`src/rtl/relay_pkg.sv`:
```
package relay_pkg;
    typedef enum logic [2:0] {
        PH_IDLE   = 3'd0,
        PH_UP     = 3'd1,
        PH_ACROSS = 3'd2,
        PH_DOWN   = 3'd3,
        PH_FIN    = 3'd4
    } phase_t;
endpackage

```
`src/rtl/relay_fsm.sv`:
```
module relay_fsm
    import relay_pkg::*;
#(
    parameter int NSUB = 4,
    parameter int DW   = 16,
    parameter int SELW = 3
) (
    input  logic            clk,
    input  logic            rst_n,
    input  logic            start_i,
    input  logic [SELW-1:0] src_sel_i,
    input  logic [DW-1:0]   data_i,
    output phase_t          phase_o,
    output logic [SELW-1:0] src_q_o,
    output logic [DW-1:0]   word_q_o,
    output logic            done_o
);
    localparam logic [SELW-1:0] SRC_LIMIT = SELW'(NSUB);

    phase_t state_q, state_d;
    logic   accept;

    assign accept = (state_q == PH_IDLE) && start_i && (src_sel_i < SRC_LIMIT);

    always_comb begin
        state_d = state_q;
        unique case (state_q)
            PH_IDLE:   if (accept) state_d = PH_UP;
            PH_UP:     state_d = PH_ACROSS;
            PH_ACROSS: state_d = PH_DOWN;
            PH_DOWN:   state_d = PH_FIN;
            PH_FIN:    state_d = PH_IDLE;
            default:   state_d = PH_IDLE;
        endcase
    end

    always_ff @(posedge clk or negedge rst_n) begin
        if (!rst_n) begin
            state_q  <= PH_IDLE;
            src_q_o  <= '0;
            word_q_o <= '0;
        end else begin
            state_q <= state_d;
            if (accept) begin
                src_q_o  <= src_sel_i;
                word_q_o <= data_i;
            end
        end
    end

    always_comb begin
        phase_o = state_q;
        done_o  = (state_q == PH_FIN);
    end

    // a broadcast walks the fixed phase order
    assert_up_to_across_R8: assert property (@(posedge clk) disable iff (!rst_n)
        (state_q == PH_UP) |=> (state_q == PH_ACROSS));
    assert_across_to_down_R8: assert property (@(posedge clk) disable iff (!rst_n)
        (state_q == PH_ACROSS) |=> (state_q == PH_DOWN));
    assert_down_to_fin_R8: assert property (@(posedge clk) disable iff (!rst_n)
        (state_q == PH_DOWN) |=> (state_q == PH_FIN));
    // a start in a busy phase never launches a new up phase
    assert_busy_start_ignored_R4: assert property (@(posedge clk) disable iff (!rst_n)
        (state_q != PH_IDLE && start_i) |=> (state_q != PH_UP));
    // an out-of-range source never launches
    assert_bad_source_ignored_R5: assert property (@(posedge clk) disable iff (!rst_n)
        (state_q == PH_IDLE && src_sel_i >= SRC_LIMIT) |=> (state_q == PH_IDLE));
endmodule

```
`src/rtl/submesh_column.sv`:
```
module submesh_column
    import relay_pkg::*;
#(
    parameter int DW   = 16,
    parameter int SELW = 3,
    parameter int IDX  = 0
) (
    input  logic            clk,
    input  logic            rst_n,
    input  phase_t          phase_i,
    input  logic [SELW-1:0] src_i,
    input  logic [DW-1:0]   word_i,
    input  logic [DW-1:0]   row_bus_i,
    output logic            row_drv_o,
    output logic [DW-1:0]   top_q_o,
    output logic [DW-1:0]   leader_q_o
);
    localparam logic [SELW-1:0] MY_IDX = SELW'(IDX);

    logic          is_src;
    logic          leader_drv;
    logic          top_drv;
    logic [DW-1:0] col_bus;

    assign is_src     = (src_i == MY_IDX);
    assign leader_drv = (phase_i == PH_UP) && is_src;
    assign top_drv    = (phase_i == PH_DOWN);
    assign row_drv_o  = (phase_i == PH_ACROSS) && is_src;

    always_comb begin
        col_bus = '0;
        if (leader_drv) col_bus = col_bus | word_i;
        if (top_drv)    col_bus = col_bus | top_q_o;
    end

    always_ff @(posedge clk or negedge rst_n) begin
        if (!rst_n) begin
            top_q_o    <= '0;
            leader_q_o <= '0;
        end else begin
            if (leader_drv)
                top_q_o <= col_bus;
            else if (phase_i == PH_ACROSS)
                top_q_o <= row_bus_i;
            if (phase_i == PH_DOWN)
                leader_q_o <= col_bus;
        end
    end

    // the column bus carries one driver at most
    assert_column_single_driver_R6: assert property (@(posedge clk) disable iff (!rst_n)
        $onehot0({leader_drv, top_drv}));
endmodule

```
`src/rtl/row_bus.sv`:
```
module row_bus #(
    parameter int NSUB = 4,
    parameter int DW   = 16
) (
    input  logic              clk,
    input  logic              rst_n,
    input  logic [NSUB-1:0]   drv_en_i,
    input  logic [NSUB*DW-1:0] drv_data_i,
    output logic [DW-1:0]     bus_o
);
    always_comb begin
        bus_o = '0;
        for (int i = 0; i < NSUB; i++) begin
            if (drv_en_i[i]) bus_o = bus_o | drv_data_i[i*DW +: DW];
        end
    end

    // the shared row bus has one driving top-row processor at most
    assert_row_single_driver_R6: assert property (@(posedge clk) disable iff (!rst_n)
        $onehot0(drv_en_i));
endmodule

```
`src/rtl/row_leader_relay.sv`:
```
module row_leader_relay
    import relay_pkg::*;
#(
    parameter int NSUB = 4,
    parameter int DW   = 16,
    parameter int SELW = $clog2(NSUB) + 1
) (
    input  logic               clk,
    input  logic               rst_n,
    input  logic               start_i,
    input  logic [SELW-1:0]    src_sel_i,
    input  logic [DW-1:0]      data_i,
    output logic [NSUB*DW-1:0] leader_q_o,
    output logic               done_o
);
    phase_t             phase;
    logic [SELW-1:0]    src_q;
    logic [DW-1:0]      word_q;
    logic [DW-1:0]      row_bus_val;
    logic [NSUB-1:0]    row_drv;
    logic [NSUB*DW-1:0] top_q;

    relay_fsm #(.NSUB(NSUB), .DW(DW), .SELW(SELW)) u_fsm (
        .clk       (clk),
        .rst_n     (rst_n),
        .start_i   (start_i),
        .src_sel_i (src_sel_i),
        .data_i    (data_i),
        .phase_o   (phase),
        .src_q_o   (src_q),
        .word_q_o  (word_q),
        .done_o    (done_o)
    );

    row_bus #(.NSUB(NSUB), .DW(DW)) u_row_bus (
        .clk        (clk),
        .rst_n      (rst_n),
        .drv_en_i   (row_drv),
        .drv_data_i (top_q),
        .bus_o      (row_bus_val)
    );

    for (genvar g = 0; g < NSUB; g++) begin : g_sub
        submesh_column #(.DW(DW), .SELW(SELW), .IDX(g)) u_col (
            .clk        (clk),
            .rst_n      (rst_n),
            .phase_i    (phase),
            .src_i      (src_q),
            .word_i     (word_q),
            .row_bus_i  (row_bus_val),
            .row_drv_o  (row_drv[g]),
            .top_q_o    (top_q[g*DW +: DW]),
            .leader_q_o (leader_q_o[g*DW +: DW])
        );
    end

    // done is a single-cycle pulse
    assert_done_single_R2: assert property (@(posedge clk) disable iff (!rst_n)
        done_o |=> !done_o);
    // leaders change only on the edge that closes the down phase
    assert_leader_hold_R7: assert property (@(posedge clk) disable iff (!rst_n)
        !$stable(leader_q_o) |-> ($past(phase) == PH_DOWN));
    // done follows directly after the down phase
    assert_done_after_down_R2: assert property (@(posedge clk) disable iff (!rst_n)
        $rose(done_o) |-> ($past(phase) == PH_DOWN));
endmodule

```
`config.mk`:
```
export PLATFORM = sky130hd
export DESIGN_NAME = row_leader_relay
export DESIGN_NICKNAME = d
export VERILOG_FILES = /design/src/rtl/relay_pkg.sv /design/src/rtl/relay_fsm.sv /design/src/rtl/submesh_column.sv /design/src/rtl/row_bus.sv /design/src/rtl/row_leader_relay.sv
export SDC_FILE = /design/constraint.sdc
export NUM_CORES = 1
export LEC_CHECK = 0
export CORE_MARGIN = 1
export CORE_UTILIZATION = 50
export CTS_BUF_LIST = sky130_fd_sc_hd__clkbuf_8
export DETAILED_ROUTE_END_ITERATION = 16
export DONT_BUFFER_PORTS = 1
export MAX_ROUTING_LAYER = met4
export PLACE_DENSITY_LB_ADDON = 0.12
export SLEW_MARGIN = 20
export SYNTH_ARGS = -nofsm -noshare
export SYNTH_HDL_FRONTEND = slang
export SYNTH_HIERARCHICAL = 1
export SYNTH_SLANG_ARGS = --single-unit
```
`constraint.sdc`:
```
create_clock -name clk -period 3.6 [get_ports clk]
set_input_delay 0.36 -clock clk [delete_from_list [all_inputs] [get_ports clk]]
set_output_delay 0.36 -clock clk [all_outputs]
set_load 0.005 [all_outputs]
```
==> impl_metrics.ini <==
[run_status]
status = finished with violations
failed_checks = negative hold slack

[timing]
tns_ns = 0
setup_viol_count_final = 0
hold_slack_ns = -0.4059
slew_headroom = 0.2185
min_period_over_period = 0.7213
worstMarginPinSlew_ns = 1.169
grt_setup_unrepaired = no
maxClockFrequency_ghz = 0.3851
slew_violations = 0
clock_skew_ns = 0.007957
period_needed_ns = 2.597
timing_hold_violations_final = 150

[critical_path]
worstPathArrival_ns = 2.93
path_max_fanout = 18
cp_slowest_cell = sky130_fd_sc_hd__nor3b_2
r2r_depth = 3
criticalPathCategory = reg2reg
startpoint_type = flip-flop
critical_path.endpoint_type = flip-flop
critPathLaunch = u_fsm/phase_o[1]
worstPathCellList = nor3b_2 > o21ba_1 > a221o_1
regToRegSetupSlack_ns = 1.00
cpPeakStageDelay_ns = 0.87
r2r_start = u_fsm/phase_o[1]
worst-endpoint-required_ns = 3.93

[detailed_routing]
first_pass_iters = 5
vias = 4134
drt_iter0_drc = 366
drcViolationCount = 0
routedWlPerCell_um = 23.92
drt-vias-per-instance = 6.273
detail-route-antenna-nets = 0
finalWirelength_mm = 15.76

[floorplanning]
fp.dieH_um = 117.7
placeable_area_sq_um = 12820
starting_utilization_of_the_core_area = 0.5218
floorplan.die.width_um = 117.7
die_area_sq_um = 13850
floorplan.rows = 41
count_of_boundary_i_o_pins = 87

[cts]
cts_made_buffers = 17
clk_transition_reported_paths_ns = 0.08
ctsResizeCount = 0
ctsLongestPathBuffers = 2
cts_tree = yes
post_cts_buffers = 0
clock_tree.htree_level_count = 4
cts_root_buf = sky130_fd_sc_hd__clkbuf_8
cts.sinks = 150
clock_insertion_delay_at_the_later_pin_of_the_skew_report_ns = 0.45

[place]
placed_area_sq_um = 6741
gp_congestion = 0.8247
buffer_ports.inserted = 0
place.detailed.hpwl_mm = 9.734

[finish]
final_util = 0.5621
area_growth_pct = 7.741
antenna_fix_cells = 0
filler_cell_count = 1072
finish.instance_area_sq_um = 7209
layout-drive-gt1-share = 0.3511
number_of_nets_in_the_finished_design = 497

[yosys]
number_of_storage_elements_in_the_synthesis_netlist = 150
syn_inst = 475
synthDominantAreaCellType = sky130_fd_sc_hd__dfrtp_1
mappedNetlistNets = 497
yosys.cell_types.count = 30
synth_ff_type = sky130_fd_sc_hd__dfrtp_1
synth.yosys.seq_area_share = 0.5610
syn_area_sq_um = 6691
synth-async-reset-ratio = 1.000
share_of_the_synthesized_area_in_the_top_cell_type = 0.5610
avgSynthCellArea_sq_um = 14.09
yosys_warnings = 6
top_cells_by_area_in_the_synthesized_netlist = sky130_fd_sc_hd__dfrtp_1 56%, sky130_fd_sc_hd__mux2_2 14%, sky130_fd_sc_hd__a221o_1 8.7%
synth-edff-count = 0

[flow_run]
drv.max_cap_violation_count = 0

[worst_hold_path]
timing.hold.worst.class = in2async

[pwr]
powerDensity_nw_per_um2 = 855.7
ir_drop_mv = 0.5011
static-leakage-power_nw = 3.405
design_power_total_w = 0.006169

[global_routing]
grt_pass1_vias = 4268
pin_count_of_the_biggest_net_entering_global_routing = 151
grt_pass1_wl_mm = 24.88
grt.overflow.total = 0
antenna_found_initial = 0
grt.total_usage = 0.2470
[area by class of cell]
type,instances,area [sq um],share of cell area
multi-input combinational,295,2703,0.3749
sequential,150,3754,0.5207
timing repair buffer,10,75.07,0.01041
clock inverter,8,142.6,0.01978
inverter,1,3.754,0.0005207
tap,172,215.2,0.02985
clock buffer,23,316.6,0.04391
[registers in the layout (all words and copies together) (netlist names)]
signal / cells
g_sub.u_col/leader_q_o: 64
g_sub.u_col/top_q_o: 64
u_fsm/word_q_o: 16
u_fsm/phase_o: 3
u_fsm/src_q_o: 3
[per-stage QoR]
stage                     instances  setup WS [ns]
after CTS                       659         0.9854
after global routing            659         0.7889
after global placement          628          1.109
final                           659          1.003
after floorplan                 475          1.232
after detailed placement        628          1.039
[layout by cell type, fill, tap and decap left out, types with 2 or more instances in the layout]
| cell type | instances |
|---|---|
| sky130_fd_sc_hd__and2_1 | 52 |
| sky130_fd_sc_hd__clkinv_2 | 3 |
| sky130_fd_sc_hd__dfrtp_1 | 150 |
| sky130_fd_sc_hd__nand2_1 | 17 |
| sky130_fd_sc_hd__clkbuf_8 | 23 |
| sky130_fd_sc_hd__nor3b_4 | 3 |
| sky130_fd_sc_hd__nand3b_2 | 3 |
| sky130_fd_sc_hd__and2_2 | 15 |
| sky130_fd_sc_hd__a31oi_2 | 2 |
| sky130_fd_sc_hd__a221o_1 | 58 |
| sky130_fd_sc_hd__bufinv_16 | 4 |
| sky130_fd_sc_hd__a22oi_2 | 12 |
| sky130_fd_sc_hd__and3_1 | 3 |
| sky130_fd_sc_hd__buf_4 | 10 |
| sky130_fd_sc_hd__nor3b_2 | 3 |
| sky130_fd_sc_hd__nor2_1 | 6 |
| sky130_fd_sc_hd__nand3b_1 | 2 |
| sky130_fd_sc_hd__a221o_2 | 6 |
| sky130_fd_sc_hd__a22oi_1 | 20 |
| sky130_fd_sc_hd__mux2_2 | 82 |
[cell usage after synthesis (4+ instances only)]
library cell                 n
sky130_fd_sc_hd__a221o_1    58
sky130_fd_sc_hd__a221o_2     6
sky130_fd_sc_hd__a22oi_1    20
sky130_fd_sc_hd__a22oi_2    12
sky130_fd_sc_hd__and2_1     52
sky130_fd_sc_hd__and2_2     15
sky130_fd_sc_hd__buf_2       8
sky130_fd_sc_hd__buf_6      17
sky130_fd_sc_hd__clkbuf_1    4
sky130_fd_sc_hd__dfrtp_1   150
sky130_fd_sc_hd__mux2_2     82
sky130_fd_sc_hd__nand2_1    17
sky130_fd_sc_hd__nor2_1      6
[layer usage]
layer,GRT usage,share of wire,vias up
met5,-,0,-
met4,0.09135,0.012,0
met3,0.06298,0.060,19
met2,0.3467,0.46,172
met1,0.3450,0.47,2135
li1,-,-,1808
[critical path: cells and delay by family (launching register included)]
| kind | cells | cell delay [ns] |
|---|---|---|
| AOI/OAI and AO/OA | 2 | 0.87 |
| DFF | 1 | 0.74 |
| and+or+nand+nor | 1 | 0.87 |
[path summary, 6_finish.rpt]
check,endpoint
worst max-delay path,g_sub[3].u_col/top_q_o[5]
worst min-delay path,g_sub[2].u_col/leader_q_o[6]
worst max register to register,g_sub[3].u_col/top_q_o[5]
worst min register to register,g_sub[1].u_col/leader_q_o[0]
max in group asynchronous,g_sub[0].u_col/top_q_o[15]
min in group clk,u_fsm/word_q_o[10]
[power by group]
part / switching [W] / leakage, nW / internal (W)
clock: 0.000610 / 0.234 / 0.000860
sequential: 0.000658 / 2.01 / 0.00227
combinational: 0.000930 / 1.16 / 0.000840
total: 0.00220 / 3.41 / 0.00397
[cell families (layout without fill, tap and decap cells)]
| group | after synthesis | in the layout | share of synthesized area |
|---|---|---|---|
| AO/OA/AOI/OAI | 101 | 101 | 0.1500 |
| AND/OR/NAND/NOR | 111 | 111 | 0.1124 |
| flip-flops | 150 | 150 | 0.5610 |
| XOR/XNOR | 1 | 1 | 0.001309 |
| buffers and inverters | 30 | 42 | 0.03740 |
| multiplexers | 82 | 82 | 0.1380 |
(Power assumes the default switching activity.)
